===== config.mk =====
export PLATFORM = sky130hd
export DESIGN_NAME = wdog_timer
export DESIGN_NICKNAME = d
export VERILOG_FILES = /design/src/rtl/wdog_pkg.sv /design/src/rtl/wdog_rst_sync.sv /design/src/rtl/wdog_counter.sv /design/src/rtl/wdog_lock.sv /design/src/rtl/wdog_escalate.sv /design/src/rtl/wdog_timer.sv
export SDC_FILE = /design/constraint.sdc
export NUM_CORES = 1
export LEC_CHECK = 0
export ABC_AREA = 1
export BUFFER_PORTS_ARGS = -buffer_cell sky130_fd_sc_hd__buf_2
export CORE_UTILIZATION = 50
export CTS_BUF_LIST = sky130_fd_sc_hd__clkbuf_4
export DETAILED_ROUTE_END_ITERATION = 16
export PLACE_DENSITY_LB_ADDON = 0.05
export SLEW_MARGIN = 20
export SYNTH_ARGS = -nofsm -noshare
export SYNTH_HDL_FRONTEND = slang
export SYNTH_SLANG_ARGS = --single-unit

===== constraint.sdc =====
create_clock -name clk -period 2.05 [get_ports clk]
set_input_delay 0.205 -clock clk [delete_from_list [all_inputs] [get_ports clk]]
set_output_delay 0.205 -clock clk [all_outputs]
set_load 0.1 [all_outputs]

===== src/rtl/wdog_pkg.sv =====
package wdog_pkg;
  localparam int unsigned ADDR_W = 3;
  localparam int unsigned CTRL_W = 4;

  typedef enum logic [ADDR_W-1:0] {
    REG_LOAD   = 3'd0,
    REG_VALUE  = 3'd1,
    REG_CTRL   = 3'd2,
    REG_CLEAR  = 3'd3,
    REG_RAW    = 3'd4,
    REG_MASKED = 3'd5,
    REG_LOCK   = 3'd6
  } reg_addr_e;

  localparam int unsigned CB_RUN   = 0;
  localparam int unsigned CB_IEN   = 1;
  localparam int unsigned CB_REN   = 2;
  localparam int unsigned CB_STALL = 3;
endpackage


===== src/rtl/wdog_rst_sync.sv =====
module wdog_rst_sync #(
  parameter int unsigned STAGES = 2
) (
  input  logic clk,
  input  logic rst_n,
  output logic rst_sync_n
);
  logic [STAGES-1:0] sh_q;

  always_ff @(posedge clk or negedge rst_n) begin
    if (!rst_n) sh_q <= '0;
    else        sh_q <= {sh_q[STAGES-2:0], 1'b1};
  end

  assign rst_sync_n = sh_q[STAGES-1];
endmodule


===== src/rtl/wdog_counter.sv =====
module wdog_counter #(
  parameter int unsigned CNT_W = 32
) (
  input  logic             clk,
  input  logic             rst_n,
  input  logic             run_i,
  input  logic             hold_i,
  input  logic             force_reload_i,
  input  logic [CNT_W-1:0] reload_val_i,
  input  logic [CNT_W-1:0] period_val_i,
  output logic [CNT_W-1:0] cnt_o,
  output logic             timeout_o
);
  logic [CNT_W-1:0] cnt_q, cnt_d;
  logic             tick, at_zero;

  assign tick    = run_i && !hold_i;
  assign at_zero = (cnt_q == '0);

  always_comb begin
    cnt_d = cnt_q;
    if (force_reload_i)  cnt_d = reload_val_i;
    else if (tick)       cnt_d = at_zero ? period_val_i : cnt_q - 1'b1;
  end

  always_ff @(posedge clk or negedge rst_n) begin
    if (!rst_n) cnt_q <= '1;
    else        cnt_q <= cnt_d;
  end

  assign cnt_o     = cnt_q;
  assign timeout_o = tick && at_zero && !force_reload_i;

  p_dec_r2: assert property (@(posedge clk) disable iff (!rst_n)
    (tick && !force_reload_i && cnt_q != '0) |=> (cnt_q == $past(cnt_q) - 1'b1));
  p_idle_r2: assert property (@(posedge clk) disable iff (!rst_n)
    (!run_i && !force_reload_i) |=> $stable(cnt_q));
  p_stall_hold_r9: assert property (@(posedge clk) disable iff (!rst_n)
    (hold_i && !force_reload_i) |=> $stable(cnt_q));
  p_reload_r6: assert property (@(posedge clk) disable iff (!rst_n)
    force_reload_i |=> (cnt_q == $past(reload_val_i)));
endmodule


===== src/rtl/wdog_lock.sv =====
module wdog_lock #(
  parameter int unsigned        DATA_W = 32,
  parameter logic [DATA_W-1:0]  KEY    = 32'h1ACC_E551
) (
  input  logic              clk,
  input  logic              rst_n,
  input  logic              wr_i,
  input  logic [DATA_W-1:0] wdata_i,
  output logic              locked_o
);
  logic lock_q, lock_d;

  always_comb begin
    lock_d = lock_q;
    if (wr_i) lock_d = (wdata_i != KEY);
  end

  always_ff @(posedge clk or negedge rst_n) begin
    if (!rst_n) lock_q <= 1'b0;
    else        lock_q <= lock_d;
  end

  assign locked_o = lock_q;

  p_key_opens_r8: assert property (@(posedge clk) disable iff (!rst_n)
    (wr_i && wdata_i == KEY) |=> !locked_o);
  p_other_closes_r8: assert property (@(posedge clk) disable iff (!rst_n)
    (wr_i && wdata_i != KEY) |=> locked_o);
endmodule


===== src/rtl/wdog_escalate.sv =====
module wdog_escalate (
  input  logic clk,
  input  logic rst_n,
  input  logic timeout_i,
  input  logic clear_i,
  input  logic irq_en_i,
  input  logic rst_en_i,
  output logic raw_o,
  output logic irq_o,
  output logic rst_req_o
);
  logic raw_q, raw_d, rreq_q, rreq_d;

  always_comb begin
    raw_d = raw_q;
    if (clear_i)        raw_d = 1'b0;
    else if (timeout_i) raw_d = 1'b1;
    rreq_d = rreq_q | (timeout_i && raw_q && rst_en_i && !clear_i);
  end

  always_ff @(posedge clk or negedge rst_n) begin
    if (!rst_n) begin
      raw_q  <= 1'b0;
      rreq_q <= 1'b0;
    end else begin
      raw_q  <= raw_d;
      rreq_q <= rreq_d;
    end
  end

  assign raw_o     = raw_q;
  assign irq_o     = raw_q & irq_en_i;
  assign rst_req_o = rreq_q;

  p_first_timeout_r3: assert property (@(posedge clk) disable iff (!rst_n)
    (timeout_i && !clear_i) |=> raw_q);
  p_rst_sticky_r5: assert property (@(posedge clk) disable iff (!rst_n)
    rreq_q |=> rreq_q);
  p_no_rst_disabled_r4: assert property (@(posedge clk) disable iff (!rst_n)
    (!rreq_q && !rst_en_i) |=> !rreq_q);
  p_rst_needs_pending_r4: assert property (@(posedge clk) disable iff (!rst_n)
    $rose(rreq_q) |-> $past(raw_q));
endmodule


===== src/rtl/wdog_timer.sv =====
module wdog_timer
  import wdog_pkg::*;
#(
  parameter int unsigned       CNT_W    = 32,
  parameter int unsigned       SYNC_LEN = 2,
  parameter logic [CNT_W-1:0]  KEY      = 32'h1ACC_E551
) (
  input  logic              clk,
  input  logic              rst_n,
  input  logic              we_i,
  input  logic [ADDR_W-1:0] addr_i,
  input  logic [CNT_W-1:0]  wdata_i,
  output logic [CNT_W-1:0]  rdata_o,
  input  logic              halt_i,
  output logic              irq_o,
  output logic              rst_req_o
);
  logic              srst_n;
  logic [CNT_W-1:0]  load_q, load_d, cnt;
  logic [CTRL_W-1:0] ctrl_q, ctrl_d;
  logic              locked, raw, timeout, hold;
  logic              wr_load, wr_ctrl, wr_clear, wr_lock, cfg_ok;

  wdog_rst_sync #(.STAGES(SYNC_LEN)) u_rst_sync (
    .clk(clk), .rst_n(rst_n), .rst_sync_n(srst_n)
  );

  assign cfg_ok   = !locked;
  assign wr_load  = we_i && (addr_i == REG_LOAD) && cfg_ok;
  assign wr_ctrl  = we_i && (addr_i == REG_CTRL) && cfg_ok;
  assign wr_clear = we_i && (addr_i == REG_CLEAR);
  assign wr_lock  = we_i && (addr_i == REG_LOCK);

  always_comb begin
    load_d = load_q;
    ctrl_d = ctrl_q;
    if (wr_load) load_d = wdata_i;
    if (wr_ctrl) begin
      ctrl_d = wdata_i[CTRL_W-1:0];
      ctrl_d[CB_RUN] = ctrl_q[CB_RUN] | wdata_i[CB_RUN];
    end
  end

  always_ff @(posedge clk or negedge srst_n) begin
    if (!srst_n) begin
      load_q <= '1;
      ctrl_q <= '0;
    end else begin
      load_q <= load_d;
      ctrl_q <= ctrl_d;
    end
  end

  assign hold = ctrl_q[CB_STALL] && halt_i;

  wdog_counter #(.CNT_W(CNT_W)) u_counter (
    .clk(clk), .rst_n(srst_n),
    .run_i(ctrl_q[CB_RUN]), .hold_i(hold),
    .force_reload_i(wr_load || wr_clear),
    .reload_val_i(wr_load ? wdata_i : load_q),
    .period_val_i(load_q),
    .cnt_o(cnt), .timeout_o(timeout)
  );

  wdog_lock #(.DATA_W(CNT_W), .KEY(KEY)) u_lock (
    .clk(clk), .rst_n(srst_n), .wr_i(wr_lock),
    .wdata_i(wdata_i), .locked_o(locked)
  );

  wdog_escalate u_escalate (
    .clk(clk), .rst_n(srst_n), .timeout_i(timeout), .clear_i(wr_clear),
    .irq_en_i(ctrl_q[CB_IEN]), .rst_en_i(ctrl_q[CB_REN]),
    .raw_o(raw), .irq_o(irq_o), .rst_req_o(rst_req_o)
  );

  always_comb begin
    rdata_o = '0;
    case (addr_i)
      REG_LOAD:   rdata_o = load_q;
      REG_VALUE:  rdata_o = cnt;
      REG_CTRL:   rdata_o[CTRL_W-1:0] = ctrl_q;
      REG_RAW:    rdata_o[0] = raw;
      REG_MASKED: rdata_o[0] = irq_o;
      REG_LOCK:   rdata_o[0] = locked;
      default:    rdata_o = '0;
    endcase
  end

  p_locked_load_r8: assert property (@(posedge clk) disable iff (!srst_n)
    (locked && we_i && addr_i == REG_LOAD) |=> $stable(load_q));
  p_locked_ctrl_r8: assert property (@(posedge clk) disable iff (!srst_n)
    (locked && we_i && addr_i == REG_CTRL) |=> $stable(ctrl_q));
  p_run_sticky_r10: assert property (@(posedge clk) disable iff (!srst_n)
    ctrl_q[CB_RUN] |=> ctrl_q[CB_RUN]);
endmodule


# After elaboration in Yosys (flattened, before gate mapping)
# Index checks and enable logic that the tools add are counted.
# word_totals
reg_bits	73
latch_bits	0
mem_bits_rw	0
rom_bits	0
inputBits	39
out_inout_bits	34
wordCells	49
memories	0
# op_classes
add_sub_neg	1
n_mul	0
div_mod_pow	0
order_cmp	0
n_eq_ne	7
shift	0
mux	9
bitwise_logic	3
reduce_logical	22
# op_table
op	count
two-way mux 32 bit	4
one-hot mux 28 bit (2 select lines)	1
zero test 32 bit	1
!= test 32 x 29 -> 1 bit, second input constant	1
subtractor 32 x 1 -> 32 bit, second input constant	1
logical AND 1 bit	13
== test 3 bit, second input constant	3
one-hot mux 3 bit (3 select lines)	1
== test 3 x 2 -> 1 bit, second input constant	2
one-hot mux 1 bit (6 select lines)	1
zero test 1 bit	4
nonzero test 2 bit	2
== test 3 x 1 -> 1 bit, second input constant	1
zero test 3 bit	1
two-way mux 1 bit	2
OR 1 bit	2
bitwise AND 1 bit	1
logical OR 1 bit	1

# Depth between registers and ports, before layout
# Gate-level depths: netlist of the first run.
# depth
word_depth	10
depth_mapped	12
depth_no_buf	11

# Modules after synthesis
# From an unflattened synthesis of the first run, not the netlist that was laid out.
# unflattened
hier_cells	868
area_unflattened_um2	5383.9
# by_module_without_submodules
mod	n_inst	cells_per_inst	area_each_um2	seq_area_each_um2
wdog_counter	1	517	3029.2	840.8
wdog_timer	1	282	1988.2	940.9
wdog_lock	1	53	220.2	25.0
wdog_escalate	1	13	92.6	50.0
wdog_rst_sync	1	3	53.8	50.0

# Worst setup path after synthesis of the first run
# Ideal clock, no wire load.
# synth_path
path_type	input -> output
start	input addr_i[1]
end	output rdata_o[11]
t_arrival_ps	2742
required_time_ps	1845
slack_ps	-897
stages	4
cell_sequence	inv_2 > nand3_1 > clkbuf_1 > o21ai_0
# synth_via
elab_chain_cells	2
# synth_rtl
item	line	source
start: declaration	wdog_timer.sv:11	input logic [ADDR_W-1:0] addr_i,
== test 3 x 1 -> 1 bit or zero test 3 bit (tied branches)	wdog_timer.sv:78	case (addr_i)
one-hot mux 28 bit (2 select lines) (*)	wdog_timer.sv:78	
end: declaration	wdog_timer.sv:13	output logic [CNT_W-1:0] rdata_o,
# Every way passes the cells marked *; elsewhere a longest branch is shown, timed or not.

# Final worst setup path of the first run
# layout_path
start	register u_counter.cnt_q[31] (netlist: u_counter.cnt_o[31])
end	output rdata_o[31]
# layout_via
elab_chain_cells	1
# layout_rtl
item	line	source
start: declaration	wdog_counter.sv:14	logic [CNT_W-1:0] cnt_q, cnt_d;
start signal: assignment	wdog_counter.sv:28	else cnt_q <= cnt_d;
one-hot mux 28 bit (2 select lines)	wdog_timer.sv:78	
# No other way between the ends.

==> results of run 1 <==
==> metrics by stage <==
| stage | cell area (µm²) | setup TNS (ns) | std cells | power [mW] |
|---|---|---|---|---|
| floorplan | 5180 | -7.49 | 765 | 4.50 |
| global placement | 5820 | 0 | 961 | 5.18 |
| detailed placement | 5820 | -0.0176 | 961 | 5.22 |
| CTS | 6190 | 0 | 1003 | 6.10 |
| global route | 6220 | -0.222 | 1007 | 6.56 |
| finish | 6220 | 0 | 1007 | 6.12 |
==> per-layer routing <==
metal,GRT usage (%),vias up,wire [µm]
met5,0,-,0
met1,44.0,2552,7590
met4,8.39,0,301
met2,48.0,214,7140
met3,6.80,29,1100
li1,-,2624,-
==> cell usage in the layout (no fill, tap or decap), types with 2 or more instances in the layout <==
cell / Yosys / routed
nand2_1: 267 / 267
inv_1: 111 / 108
nor2_1: 86 / 85
dfstp_2: 64 / 64
buf_2: 10 / 61
nand3_1: 48 / 47
dlygate4sd3_1: 0 / 27
o22ai_1: 24 / 24
a21oi_2: 23 / 23
a21oi_1: 22 / 22
clkbuf_4: 0 / 15
nand4_1: 14 / 14
buf_4: 0 / 13
nor2_2: 10 / 12
xor2_1: 12 / 12
buf_12: 0 / 12
o21ai_1: 6 / 10
dfrtp_1: 9 / 8
o21ai_0: 11 / 7
inv_2: 2 / 5
nand3b_1: 5 / 5
nor3_1: 3 / 3
nor4_1: 3 / 3
nand2_4: 2 / 2
o211ai_1: 2 / 2
nand2_2: 2 / 2
nor2_4: 2 / 2
ha_1: 2 / 2
==> worst paths after layout <==
check | startpoint | cells after the start | endpoint
worst max-delay path | u_counter.cnt_o[31] | 3 | rdata_o[31]
worst min-delay path | wdata_i[24] | 3 | load_q[24]
worst max register to register | u_lock.locked_o | 8 | u_counter.cnt_o[4]
worst min register to register | u_rst_sync.sh_q[1] | 1 | ctrl_q[1]
max in group asynchronous | u_rst_sync.sh_q[1] | 1 | u_counter.cnt_o[11]
min in group asynchronous | rst_n | 2 | u_rst_sync.sh_q[1]
==> where the power goes <==
group / total (mW) / internal (mW) / switching, mW
combinational: 2.75 / 0.861 / 1.89
clock: 0.820 / 0.292 / 0.527
sequential: 2.54 / 2.10 / 0.447
==> kinds of logic (layout without fill, tap and decap cells) <==
logic type	after synthesis	after routing	synth area share (%)
adders and majority gates	2	2	0.486
muxes	1	1	0.219
DFF	73	73	37.0
other	1	2	0.0728
buffers and inverters	137	244	11.4
and+or+nand+nor	447	448	37.2
xor gates and xnor gates	12	12	2.04
AOI/OAI and AO/OA	92	92	11.6
==> flip-flops by register name, summed over array words and instances (netlist names) <==
register / count
load_q: 32
u_counter.cnt_o: 32
ctrl_q: 4
u_rst_sync.sh_q: 2
u_escalate.raw_o: 1
u_escalate.rst_req_o: 1
u_lock.locked_o: 1
==> worst register-to-register path: cells and delay by family (launching register included) <==
family	cells	cell delay [ns]
flip-flops	1	0.43
AND/OR/NAND/NOR	7	1.48
buffers and inverters	1	0.04
==> area by class of cell <==
cell class | instances | area [µm²] | share of cell area, %
multi-input combinational | 556 | 2680 | 43.1
sequential | 73 | 1910 | 30.7
timing repair buffer | 115 | 928 | 14.9
inverter | 114 | 430 | 6.91
tap | 133 | 166 | 2.67
clock buffer | 13 | 97.6 | 1.57
clock inverter | 2 | 8.76 | 0.141
antenna | 1 | 2.50 | 0.0402
==> what timing repair did <==
action                                  in CTS  in global routing
endpoints found under the setup margin       0                 19
endpoints found under the hold margin       29                  0
setup buffers                                0                  2
gates resized for setup                      0                  3
hold buffers                                27                  0
==> results.md, run 1 <==
- Status: finished clean
- Post-synthesis register bit count: 73
- Warnings, synthesis: 0
- Antenna violations before repair: 1
- Post-DRT Antenna Nets: 0
- Core area: 0.00986 mm²
- Worst vdd ir: 0.000804 V
- Final period util: 96.8%
- Clk_skew: 0.0122 ns
- Vias in the first global route: 5147
- CP max stage cell: dfstp_2
- Final setup violation count: 0
- Port bufs: 72
- I/O Pins: 73
- Synth area leaders: dfstp_2, nand2_1, inv_1
- Final HPWL DP: 11.2 mm
- Synth cell types: 37
- Area Growth Syn to Fin: 20.8%
- PD cells: 983 mW/mm²
- Hold Slack: 0.0217 ns
- GRT Util Overall: 31.1%
- First-pass GRT wire length: 26.2 mm
- Seq/Total Area, Yosys: 37.0%
- Synth Flop Type: dfstp_2
- RePlAce Congestion: 0.934
- Share of cells above drive strength 1: 25.3%
- Drt total wl: 16.1 mm
- Residual DRC count: 0
- CTS tree: built
- Gr ovfl total: 0
- FP Rows: 36
- Final Max Slew Viols: 0
- Drt pass-1 iters: 6
- Clock Latency Late Sink: 0.47 ns
- Worst-Margin Slew: 0.934 ns
- Top-area cell type share of the netlist area: 32.6%
- Die width: 104 µm
- Worst EP arrival: 1.78 ns
- Largest net degree at the start of global routing: 72
- Asr flop ratio synth: 100%
- CTS root buf: clkbuf_4
- Place WS: -0.0151 ns
- Setup crit end kind: output pin
- Die height: 104 µm
- Largest stage delay on the critical path: 0.58 ns
- Post-Synthesis Cells: 765
- Cell family with most CP delay: flip-flops
- Type of origin of the critical path: flop
- Htree depth: 3
- Max Freq: 504 MHz
- Via density per instance: 5.38
- Hold Vio Cnt, Final: 0
- Cell with the most instances after synthesis: nand2_1
- DIE AREA: 0.0107 mm²
- Fill cells: 933
- Crit-path cells: inv_1, o22ai_1, buf_2
- CTS Buf Count: 9
- Syn nets: 806
- Lkg Pwr: 3.17 nW
- Setup WS post-layout: 0.0648 ns
- Syn_area_per_cell: 6.73 µm²
- Drt wl/cell: 16.0 µm
- Hold Path Class: in -> reg
- Critical path class: reg -> out
- Max cap viols: 0
- Fin util: 63.1%
- Post-layout nets: 910
- Peak fanout along the critical path: 4
- Clock tree sinks: 73
- Clock Path Buffers: 2
- Critical path required time: 1.85 ns
- WP buf/inv: 2
- DR vias: 5419
- Tmin final: 1.99 ns
- EDFF count, synth: 0
- Yosys top cell by area: dfstp_2
- Initial Util: 52.2%
- Iteration-0 DRC Markers: 328
- Clock slew at reported path FFs: 0.12 ns
- R2R Setup Slk: 0.07 ns
- Rel. slew slack: 37.6%
- Post-synth top cells: nand2_1, inv_1, nor2_1, dfstp_2, nand3_1
- Cell area after synthesis: 0.00515 mm²
No activity file was read; power rests on OpenSTA's default activity.
==> inputs of run 2 (changes only) <==
--- a/config.mk
+++ b/config.mk
@@ -7,7 +7,7 @@
 export LEC_CHECK = 0
 export ABC_AREA = 1
 export BUFFER_PORTS_ARGS = -buffer_cell sky130_fd_sc_hd__buf_2
-export CORE_UTILIZATION = 50
+export CORE_UTILIZATION = 45
 export CTS_BUF_LIST = sky130_fd_sc_hd__clkbuf_4
 export DETAILED_ROUTE_END_ITERATION = 16
 export PLACE_DENSITY_LB_ADDON = 0.05
==> results.md, run 2 (same netlist as run 1, synthesis figures left out) <==
- Via density per instance: 5.21
- DR vias: 5205
- I/O Pins: 73
- Max Freq: 531 MHz
- Largest net degree at the start of global routing: 42
- Antenna violations before repair: 0
- Gr ovfl total: 0
- Critical path class: reg -> out
- Htree depth: 3
- Residual DRC count: 0
- Final HPWL DP: 11.5 mm
- RePlAce Congestion: 0.940
- Hold Path Class: in -> reg
- CP max stage cell: dfstp_2
- CTS tree: built
- GRT Util Overall: 28.1%
- First-pass GRT wire length: 25.2 mm
- Peak fanout along the critical path: 5
- Final period util: 91.8%
- Setup TNS: 0 ns
- Fin cells: 999
- Placed Cells: 971
- Worst vdd ir: 0.000529 V
- Worst EP arrival: 1.68 ns
- RSZ-0062 raised after global routing: no
- Commonest non-fill, non-tap cell in the layout: nand2_1
- Iteration-0 DRC Markers: 316
- DIE AREA: 0.0119 mm²
- Tmin final: 1.88 ns
- Cell family with most CP delay: flip-flops
- Lkg Pwr: 3.18 nW
- Largest stage delay on the critical path: 0.61 ns
- Clock slew at reported path FFs: 0.12 ns
- CTS Buf Count: 9
- Post-DRT Antenna Nets: 0
- Area Growth Syn to Fin: 24.6%
- Share of cells above drive strength 1: 25.8%
- Rel. slew slack: 41.2%
- Max cap viols: 0
- Status: finished clean
- Final setup violation count: 0
- Worst-Margin Slew: 0.880 ns
- Min-delay src: wdata_i[3]
- Crit path from: u_counter.cnt_o[6]
- WP buf/inv: 2
- Drt wl/cell: 15.5 µm
- Clock Latency Late Sink: 0.44 ns
- Clk_skew: 0.00644 ns
- Crit-path cells: inv_1, o22ai_1, buf_2
- R2r startpoint: u_counter.cnt_o[0]
- Clock Path Buffers: 2
- Critical path required time: 1.85 ns
- PD cells: 971 mW/mm²
- Core area: 0.0110 mm²
- Clock tree sinks: 73
- R2R Setup Slk: 0.22 ns
- N_diodes: 0
- CTS root buf: clkbuf_4
- Setup crit end kind: output pin
- Post-layout nets: 895
- Port bufs: 72
- Initial Util: 46.9%
- Die width: 109 µm
- Hold Vio Cnt, Final: 0
- Vias in the first global route: 5133
- Final Max Slew Viols: 0
- Type of origin of the critical path: flop
- Drt pass-1 iters: 4
- Drt total wl: 15.5 mm
- Die height: 109 µm
- Commonest non-fill, non-tap cells in the layout: nand2_1, inv_1, nor2_1
- FP Rows: 38
-- run 2: cell count changes in the layout (fill, tap and decap cells not counted), moves of 2 or more --
cell	before	now
buf_12	12	35
clkbuf_4	15	12
nor2_2	12	10
buf_2	61	41
buf_4	13	15
dlygate4sd3_1	27	10
-- run 2: path summary, 6_finish.rpt --
| check | end | cells past startpoint |
|---|---|---|
| max in group asynchronous | u_counter.cnt_o[28] | 1 |
| setup / recovery | rdata_o[6] | 3 |
| hold / removal | ctrl_q[3] | 2 |
| min in group asynchronous | u_rst_sync.sh_q[1] | 2 |
| setup reg to reg | u_counter.cnt_o[9] | 12 |
| hold reg to reg | ctrl_q[3] | 1 |
-- run 2: cell type report --
class	instances	area (µm²)
fillers	1087	4570
inverters	114	430
clock inverters	4	20.0
flip-flops and latches	73	1910
repair buffers	101	1120
clock buffers	12	90.1
well taps	140	175
multi-input cells	555	2670
-- run 2: power breakdown --
group          total (mW)  internal (mW)  switching (mW)  leakage, nW
clock               0.812          0.281           0.531       0.0624
combinational        2.87          0.974            1.89         2.33
sequential           2.55           2.10           0.456        0.780
total                6.23           3.35            2.88         3.18
-- run 2: what timing repair did --
item / CTS / global route
setup endpoints to repair: 0 / 15
setup buffers: 0 / 2
hold buffers: 10 / 0
gates resized for setup: 0 / 0
hold endpoints to repair: 11 / 0
-- run 2: worst reg2reg max path: stages (launching register included) --
cell and delay [ns]:
dfstp_2 0.57, inv_2 0.06, ha_1 0.20, inv_1 0.06
nor2_1 0.05, nand2_1 0.07, nor2_2 0.04, nand2_1 0.15
nor2_8 0.07, buf_12 0.14, nor2_1 0.18, nand2_1 0.09
nand3b_1 0.10
-- run 2: per-stage QoR --
stage | power (mW) | util [%] | area, µm² | hold WS, ns | setup WS, ns
floorplan | 4.50 | - | 5180 | -0.0906 | -0.299
global placement | 5.36 | 56.3 | 6180 | -0.0106 | 0.172
detailed placement | 5.41 | 56.3 | 6180 | -0.00853 | 0.153
CTS | 6.25 | 58.2 | 6390 | 0.00251 | 0.132
global route | 6.69 | 58.4 | 6420 | 0.00770 | 0.0354
finish | 6.23 | 58.4 | 6420 | 0.0288 | 0.168
-- run 2: routing by layer --
metal	vias to the layer above	wire [µm]	GRT usage, %
li1	2583	-	-
met1	2440	7180	38.2
met2	165	7190	45.9
met3	17	836	3.59
met4	0	301	10.0
met5	-	0	0
